===== src/rtl/lsc_pkg.sv =====
package lsc_pkg;
  typedef enum logic [1:0] {
    FC_NONE  = 2'b00,
    FC_TRANS = 2'b01,
    FC_PERM  = 2'b10
  } flt_class_e;
endpackage


===== src/rtl/lsc_fault_collect.sv =====
module lsc_fault_collect #(
  parameter int CMP_W  = 36,
  parameter int ADDR_W = 16,
  parameter int DATA_W = 16,
  parameter int PAR_W  = 2,
  parameter int NBLK   = 4,
  localparam int NSRC  = 2 + NBLK
) (
  input  logic [CMP_W-1:0]  lock_a,
  input  logic [CMP_W-1:0]  lock_b,
  input  logic [ADDR_W-1:0] bus_addr,
  input  logic [PAR_W-1:0]  bus_addr_par,
  input  logic [DATA_W-1:0] bus_data,
  input  logic [PAR_W-1:0]  bus_data_par,
  input  logic              chk_en,
  input  logic [2*NBLK-1:0] blk_flt,
  output logic [NSRC-1:0]   flt_vec
);
  localparam int A_SL = ADDR_W / PAR_W;
  localparam int D_SL = DATA_W / PAR_W;

  logic            cmp_flt;
  logic            par_bad;
  logic [NBLK-1:0] dr_bad;

  assign cmp_flt = (lock_a != lock_b);

  // even parity per slice on both fields
  always_comb begin
    par_bad = 1'b0;
    for (int g = 0; g < PAR_W; g++) begin
      if ((^bus_addr[g*A_SL +: A_SL]) != bus_addr_par[g]) par_bad = 1'b1;
      if ((^bus_data[g*D_SL +: D_SL]) != bus_data_par[g]) par_bad = 1'b1;
    end
  end

  // two-wire indicators: only 01 is healthy
  for (genvar i = 0; i < NBLK; i++) begin : g_dr
    assign dr_bad[i] = (blk_flt[2*i +: 2] != 2'b01);
  end

  assign flt_vec = {dr_bad, chk_en & par_bad, cmp_flt};
endmodule


===== src/rtl/lsc_fault_class.sv =====
module lsc_fault_class
  import lsc_pkg::*;
#(
  parameter int NSRC    = 6,
  parameter int SRC_W   = 3,
  parameter int PERSIST = 4,
  parameter int RECUR   = 3,
  parameter int WINDOW  = 256,
  parameter int TCNT_W  = 4
) (
  input  logic              clk,
  input  logic              rst_n,
  input  logic              restart,
  input  logic [NSRC-1:0]   flt_vec,
  output logic              dis_o,
  output flt_class_e        cls_o,
  output logic [SRC_W-1:0]  src_o,
  output logic [TCNT_W-1:0] tcnt_o
);
  localparam int RUN_W = $clog2(PERSIST + 1);
  localparam int OCC_W = $clog2(RECUR + 1);
  localparam int WIN_W = $clog2(WINDOW);

  logic             prev_f, src_vld, win_open;
  logic [RUN_W-1:0] run_cnt;
  logic [OCC_W-1:0] occ;
  logic [WIN_W-1:0] win_cnt;
  logic [SRC_W-1:0] first_id;
  logic any_f, onset, ending, win_last, perm_run, perm_rec;

  assign any_f    = |flt_vec;
  assign onset    = any_f & ~prev_f;
  assign ending   = ~any_f & prev_f;
  assign win_last = win_open && (win_cnt == WIN_W'(WINDOW - 1));
  assign perm_run = any_f && (run_cnt == RUN_W'(PERSIST - 1));
  assign perm_rec = onset && win_open && !win_last && (occ == OCC_W'(RECUR - 1));

  // lowest active source ID
  always_comb begin
    first_id = '0;
    for (int i = NSRC - 1; i >= 0; i--) begin
      if (flt_vec[i]) first_id = SRC_W'(i);
    end
  end

  always_ff @(posedge clk or negedge rst_n) begin
    if (!rst_n) begin
      prev_f <= 1'b0; run_cnt <= '0; occ <= '0; win_cnt <= '0; win_open <= 1'b0;
      dis_o <= 1'b0; cls_o <= FC_NONE; src_o <= '0; src_vld <= 1'b0; tcnt_o <= '0;
    end else if (restart) begin
      prev_f <= 1'b0; run_cnt <= '0; occ <= '0; win_cnt <= '0; win_open <= 1'b0;
      dis_o <= 1'b0; cls_o <= FC_NONE; src_o <= '0; src_vld <= 1'b0; tcnt_o <= '0;
    end else if (!dis_o) begin
      prev_f <= any_f;
      if (!any_f) run_cnt <= '0;
      else if (run_cnt != RUN_W'(PERSIST - 1)) run_cnt <= run_cnt + 1'b1;

      if (onset) begin
        if (!win_open || win_last) begin
          win_open <= 1'b1;
          win_cnt  <= '0;
          occ      <= OCC_W'(1);
        end else begin
          occ     <= occ + 1'b1;
          win_cnt <= win_cnt + 1'b1;
        end
      end else if (win_open) begin
        if (win_last) begin
          win_open <= 1'b0;
          win_cnt  <= '0;
          occ      <= '0;
        end else begin
          win_cnt <= win_cnt + 1'b1;
        end
      end

      if (perm_run || perm_rec) begin
        dis_o <= 1'b1;
        cls_o <= FC_PERM;
      end else if (ending) begin
        if (tcnt_o != '1) tcnt_o <= tcnt_o + 1'b1;
        cls_o <= FC_TRANS;
      end

      if (any_f && !src_vld) begin
        src_vld <= 1'b1;
        src_o   <= first_id;
      end
    end
  end
endmodule


===== src/rtl/lsc_bus_arb.sv =====
module lsc_bus_arb #(
  parameter int NPERIPH = 3,
  localparam int PIDX_W = (NPERIPH > 1) ? $clog2(NPERIPH) : 1
) (
  input  logic               clk,
  input  logic               rst_n,
  input  logic               bus_busy,
  input  logic               cpu_req,
  input  logic [NPERIPH-1:0] periph_req,
  output logic               cpu_gnt,
  output logic [NPERIPH-1:0] periph_gnt
);
  logic [PIDX_W-1:0] ptr, pick;
  logic              found;

  // search starts just after the last granted peripheral
  always_comb begin
    found = 1'b0;
    pick  = ptr;
    for (int k = 1; k <= NPERIPH; k++) begin
      int c;
      c = (int'(ptr) + k) % NPERIPH;
      if (!found && periph_req[c]) begin
        found = 1'b1;
        pick  = PIDX_W'(c);
      end
    end
  end

  always_ff @(posedge clk or negedge rst_n) begin
    if (!rst_n) begin
      ptr        <= PIDX_W'(NPERIPH - 1);
      cpu_gnt    <= 1'b0;
      periph_gnt <= '0;
    end else if (!bus_busy) begin
      if (found) begin
        periph_gnt <= NPERIPH'(1) << pick;
        ptr        <= pick;
        cpu_gnt    <= 1'b0;
      end else begin
        periph_gnt <= '0;
        cpu_gnt    <= cpu_req;
      end
    end
  end
endmodule


===== src/rtl/lockstep_core_ctrl.sv =====
module lockstep_core_ctrl
  import lsc_pkg::*;
#(
  parameter int CMP_W   = 36,
  parameter int ADDR_W  = 16,
  parameter int DATA_W  = 16,
  parameter int PAR_W   = 2,
  parameter int NPERIPH = 3,
  parameter int NBLK    = 4,
  parameter int PERSIST = 4,
  parameter int RECUR   = 3,
  parameter int WINDOW  = 256,
  parameter int TCNT_W  = 4,
  localparam int NSRC   = 2 + NBLK,
  localparam int SRC_W  = $clog2(NSRC)
) (
  input  logic               clk,
  input  logic               rst_n,
  input  logic [CMP_W-1:0]   lock_a,
  input  logic [CMP_W-1:0]   lock_b,
  input  logic [ADDR_W-1:0]  bus_addr,
  input  logic [PAR_W-1:0]   bus_addr_par,
  input  logic [DATA_W-1:0]  bus_data,
  input  logic [PAR_W-1:0]   bus_data_par,
  input  logic               bus_busy,
  input  logic               cpu_req,
  input  logic [NPERIPH-1:0] periph_req,
  output logic               cpu_gnt,
  output logic [NPERIPH-1:0] periph_gnt,
  input  logic [2*NBLK-1:0]  blk_flt,
  input  logic               restart,
  output logic               module_disable,
  output logic [SRC_W-1:0]   flt_first_src,
  output logic [1:0]         flt_class,
  output logic [TCNT_W-1:0]  flt_tcount
);
  logic               cpu_gnt_r;
  logic [NPERIPH-1:0] periph_gnt_r;
  logic [NSRC-1:0]    flt_vec;
  logic               dis;
  flt_class_e         cls;

  lsc_bus_arb #(.NPERIPH(NPERIPH)) u_arb (
    .clk(clk), .rst_n(rst_n), .bus_busy(bus_busy), .cpu_req(cpu_req),
    .periph_req(periph_req), .cpu_gnt(cpu_gnt_r), .periph_gnt(periph_gnt_r)
  );

  lsc_fault_collect #(
    .CMP_W(CMP_W), .ADDR_W(ADDR_W), .DATA_W(DATA_W), .PAR_W(PAR_W), .NBLK(NBLK)
  ) u_collect (
    .lock_a(lock_a), .lock_b(lock_b), .bus_addr(bus_addr), .bus_addr_par(bus_addr_par),
    .bus_data(bus_data), .bus_data_par(bus_data_par), .chk_en(cpu_gnt_r & bus_busy),
    .blk_flt(blk_flt), .flt_vec(flt_vec)
  );

  lsc_fault_class #(
    .NSRC(NSRC), .SRC_W(SRC_W), .PERSIST(PERSIST), .RECUR(RECUR),
    .WINDOW(WINDOW), .TCNT_W(TCNT_W)
  ) u_class (
    .clk(clk), .rst_n(rst_n), .restart(restart), .flt_vec(flt_vec),
    .dis_o(dis), .cls_o(cls), .src_o(flt_first_src), .tcnt_o(flt_tcount)
  );

  assign module_disable = dis;
  assign flt_class      = cls;
  assign cpu_gnt        = cpu_gnt_r & ~dis;
  assign periph_gnt     = periph_gnt_r & {NPERIPH{~dis}};
endmodule


===== config.mk =====
export PLATFORM = sky130hd
export DESIGN_NAME = lockstep_core_ctrl
export DESIGN_NICKNAME = d
export VERILOG_FILES = /design/src/rtl/lsc_pkg.sv /design/src/rtl/lsc_fault_collect.sv /design/src/rtl/lsc_fault_class.sv /design/src/rtl/lsc_bus_arb.sv /design/src/rtl/lockstep_core_ctrl.sv
export SDC_FILE = /design/constraint.sdc
export NUM_CORES = 1
export LEC_CHECK = 0
export BUFFER_PORTS_ARGS = -buffer_cell sky130_fd_sc_hd__buf_2
export CAP_MARGIN = 20
export CELL_PAD_IN_SITES_DETAIL_PLACEMENT = 1
export CELL_PAD_IN_SITES_GLOBAL_PLACEMENT = 1
export CORE_AREA = 4 4 93 95
export CTS_BUF_LIST = sky130_fd_sc_hd__clkbuf_8
export CTS_CLUSTER_DIAMETER = 40
export DETAILED_ROUTE_END_ITERATION = 6
export DIE_AREA = 0 0 97 99
export PLACE_DENSITY_LB_ADDON = 0.25
export SYNTH_ARGS = -nofsm -noshare
export SYNTH_HDL_FRONTEND = slang
export SYNTH_SLANG_ARGS = --single-unit

===== constraint.sdc =====
create_clock -name clk -period 6 [get_ports clk]
set_clock_uncertainty 0.1 [all_clocks]
set_input_delay 0.6 -clock clk [delete_from_list [all_inputs] [get_ports clk]]
set_output_delay 0.6 -clock clk [all_outputs]
set_load 0.01 [all_outputs]

==> flow_summary.yaml <==
critical_path:
  critPathMaxStageDelay_ns: 0.47
  worstSetupPathType: "in -> reg"
  start_kind: "input port"
  critPathArrivalTime_ns: 2.90
  cp_slowest_cell: "and3_1"
  timing.critical_path.cells: "buf_2 -> xor2_1 -> nor4_1 -> nand4_1 -> nor4_4 -> and3_1 -> o211a_1 -> mux2_2"
  required_ns: 6.07
  critical_path.max_fanout: 11
  end_kind: "flip-flop"
cts:
  clock_latency_ns: 0.28
  htree_levels: 2
  hold_buffers: 0
  cts_buffer_depth: 2
  cts-resized-gates: 0
  clk_pin_slew_ns: 0.07
  cts_buffers: 5
  cts_sinks: 32
  cts_tree: "built"
  postCtsSetupBuffers: 0
  clk_root_buffer_cell: "clkbuf_8"
power:
  p_per_area_nw_per_um2: 245
  vdd_drop_max_uv: 101
  p_leak_nw: 1.82
  p_total_uw: 896
floorplanning:
  start_util_pct: 36.1
  die_h_um: 99
  die_area_um2: 9600
  rows: 32
  coreArea_um2: 7730
  fp.dieW_um: 97
  pin_count: 138
global_routing:
  grtUsageTotal_pct: 17.8
  grt_pass1_vias: 3126
  grt_antenna_before_repair: 0
  grt_max_degree: 38
  grt_overflow_total: 0
  grt_pass1_wl_um: 14300
placement:
  io_buffers: 137
  placed_cell_area_um2: 3550
  place_ws_ns: 2.90
  dp_cells: 546
  dp_hpwl_um: 7190
  place.gp.congestion: 0.814
synth:
  syn_inst: 320
  synth_area_um2: 2790
  synth_enable_flop_cells: 0
  synth_top_cell_area_share_pct: 27.8
  avgSynthCellArea_um2: 8.71
  ys_ff_latch: 32
  synth.top_cells.by_area: "dfrtp_1 (28%), xor2_1 (11%), xnor2_1 (7.5%)"
  synth_ff_type: "dfrtp_1"
  ys_seq_area_share_pct: 28.8
  netlist.top_cell.by_area: "dfrtp_1"
  synthArstFlopShare_pct: 100
  ys_types: 55
  yosysWarningCount: 0
  syn_nets: 451
status:
  outcome: "finished, final reports clean"
sta:
  tightest_slew_ns: 0.884
  layout_min_cycle_time_ns: 2.83
  maxSlewViolCount: 0
  max_freq_mhz: 353
  hold_viol: 0
  setup_slack_ns: 3.17
  setup_tns_ns: 0
  hold_ws_ns: 0.273
  setup_viol: 0
  rsz0062_at_grt: "false"
  slew_headroom_pct: 41.1
  fin_crit_sh_pct: 47.2
layout:
  drive_gt1_share_pct: 34.5
  final_cells: 554
  final_design_area_no_fill_um2: 3660
  layout_common_cells: "buf_2 (137), xor2_1 (36), dfrtp_1 (31), xnor2_1 (24)"
  syn_to_final_growth_pct: 31.1
  fin_util_pct: 47.3
  nNetsFinal: 582
  antenna-diode-count: 0
  final_common_cell: "buf_2"
  num-fill-cells: 954
detailed_routing:
  via_count: 2848
  wirelength_um: 8540
  vias_per_cell: 5.14
  ant_nets: 0
  drcViolationCount: 0
  drtPass1Iterations: 4
  drt_first_iter_violations: 53
  wl_per_cell_um: 15.4
run:
  max-cap-violations: 0
min_path:
  hp-class: "in -> async"
==> registers in the layout, indices dropped and copies added (netlist names), 2 cells and up <==
signal and cells:
u_class.run_cnt 3, u_arb.ptr 2, u_arb.periph_gnt 3, u_class.tcnt_o 4, u_class.win_cnt 8, u_class.cls_o 2, u_class.occ 2, u_class.src_o 3
==> power by group <==
part / switching [mW] / leakage [nW] / total, mW / internal (mW)
sequential: 0.0342 / 0.427 / 0.284 / 0.249
clock: 0.0813 / 0.0593 / 0.203 / 0.122
combinational: 0.216 / 1.33 / 0.409 / 0.194
==> final cells by class <==
cell class              count  area [um^2]  area share, %
clock buffers               5         68.8           1.88
clock inverters             3         38.8           1.06
inverters                  19         71.3           1.95
multi-input cells         256         1860           50.9
flip-flops and latches     32          802           21.9
well taps                 102          128           3.49
repair buffers            137          686           18.8
==> path summary, 6_finish.rpt <==
| check | slack [ns] | depth (start not counted) | start | end |
|---|---|---|---|---|
| min reg2reg | 0.40 | 2 | u_arb.periph_gnt[2] | u_arb.periph_gnt[2] |
| max in group asynchronous | 5.06 | 1 | rst_n | u_class.win_open |
| min | 0.27 | 1 | rst_n | u_class.win_cnt[7] |
| max reg2reg | 3.52 | 9 | u_arb.ptr[0] | u_arb.ptr[1] |
| max | 3.17 | 8 | lock_b[35] | u_class.tcnt_o[0] |
| min in group clk | 0.40 | 2 | u_arb.periph_gnt[2] | u_arb.periph_gnt[2] |
==> worst max-delay path: cells and delay by family <==
kind | cells | cell delay [ns]
muxes | 1 | 0.33
xor gates and xnor gates | 1 | 0.15
AOI/OAI and AO/OA | 1 | 0.25
buffers and inverters | 1 | 0.10
and+or+nand+nor | 4 | 1.46
==> cell usage after synthesis, types with 3 or more instances <==
cell	n
nor2_1	17
nor4bb_1	3
o21ai_0	15
nand2b_1	10
inv_1	19
nand2_1	20
or3_1	3
clkbuf_1	12
dfrtp_1	31
nand4_1	3
ha_1	7
mux2_2	3
a21oi_1	19
nor2b_1	11
a31oi_1	4
o311ai_0	3
nand3_1	12
o32ai_1	3
xnor2_1	24
a211oi_1	4
and3_1	5
nor3_1	5
nor4_1	7
xor2_1	36
o21a_1	4
xnor3_1	4
or4_1	4
==> per-layer routing <==
layer  up-vias  wire length, um  global-route usage [%]
met1      1354             3200                    19.2
met2        83             4690                    34.4
met4         0              150                    5.08
li1       1399                -                       -
met3        12              500                    3.89
met5         -                0                       0
==> kinds of logic (layout without fill, tap and decap cells) <==
kind of cell               count (synthesis)  after routing  share of synthesized area, %
DFF                                       32             32                          28.8
adders and majority gates                  8              8                          3.50
and+or+nand+nor                          105            105                          20.8
muxes                                      4              4                          1.57
xor gates and xnor gates                  64             64                          22.1
buffers and inverters                     32            164                          4.44
AOI/OAI and AO/OA                         75             75                          18.8
Power figures use the tool's default switching activity.
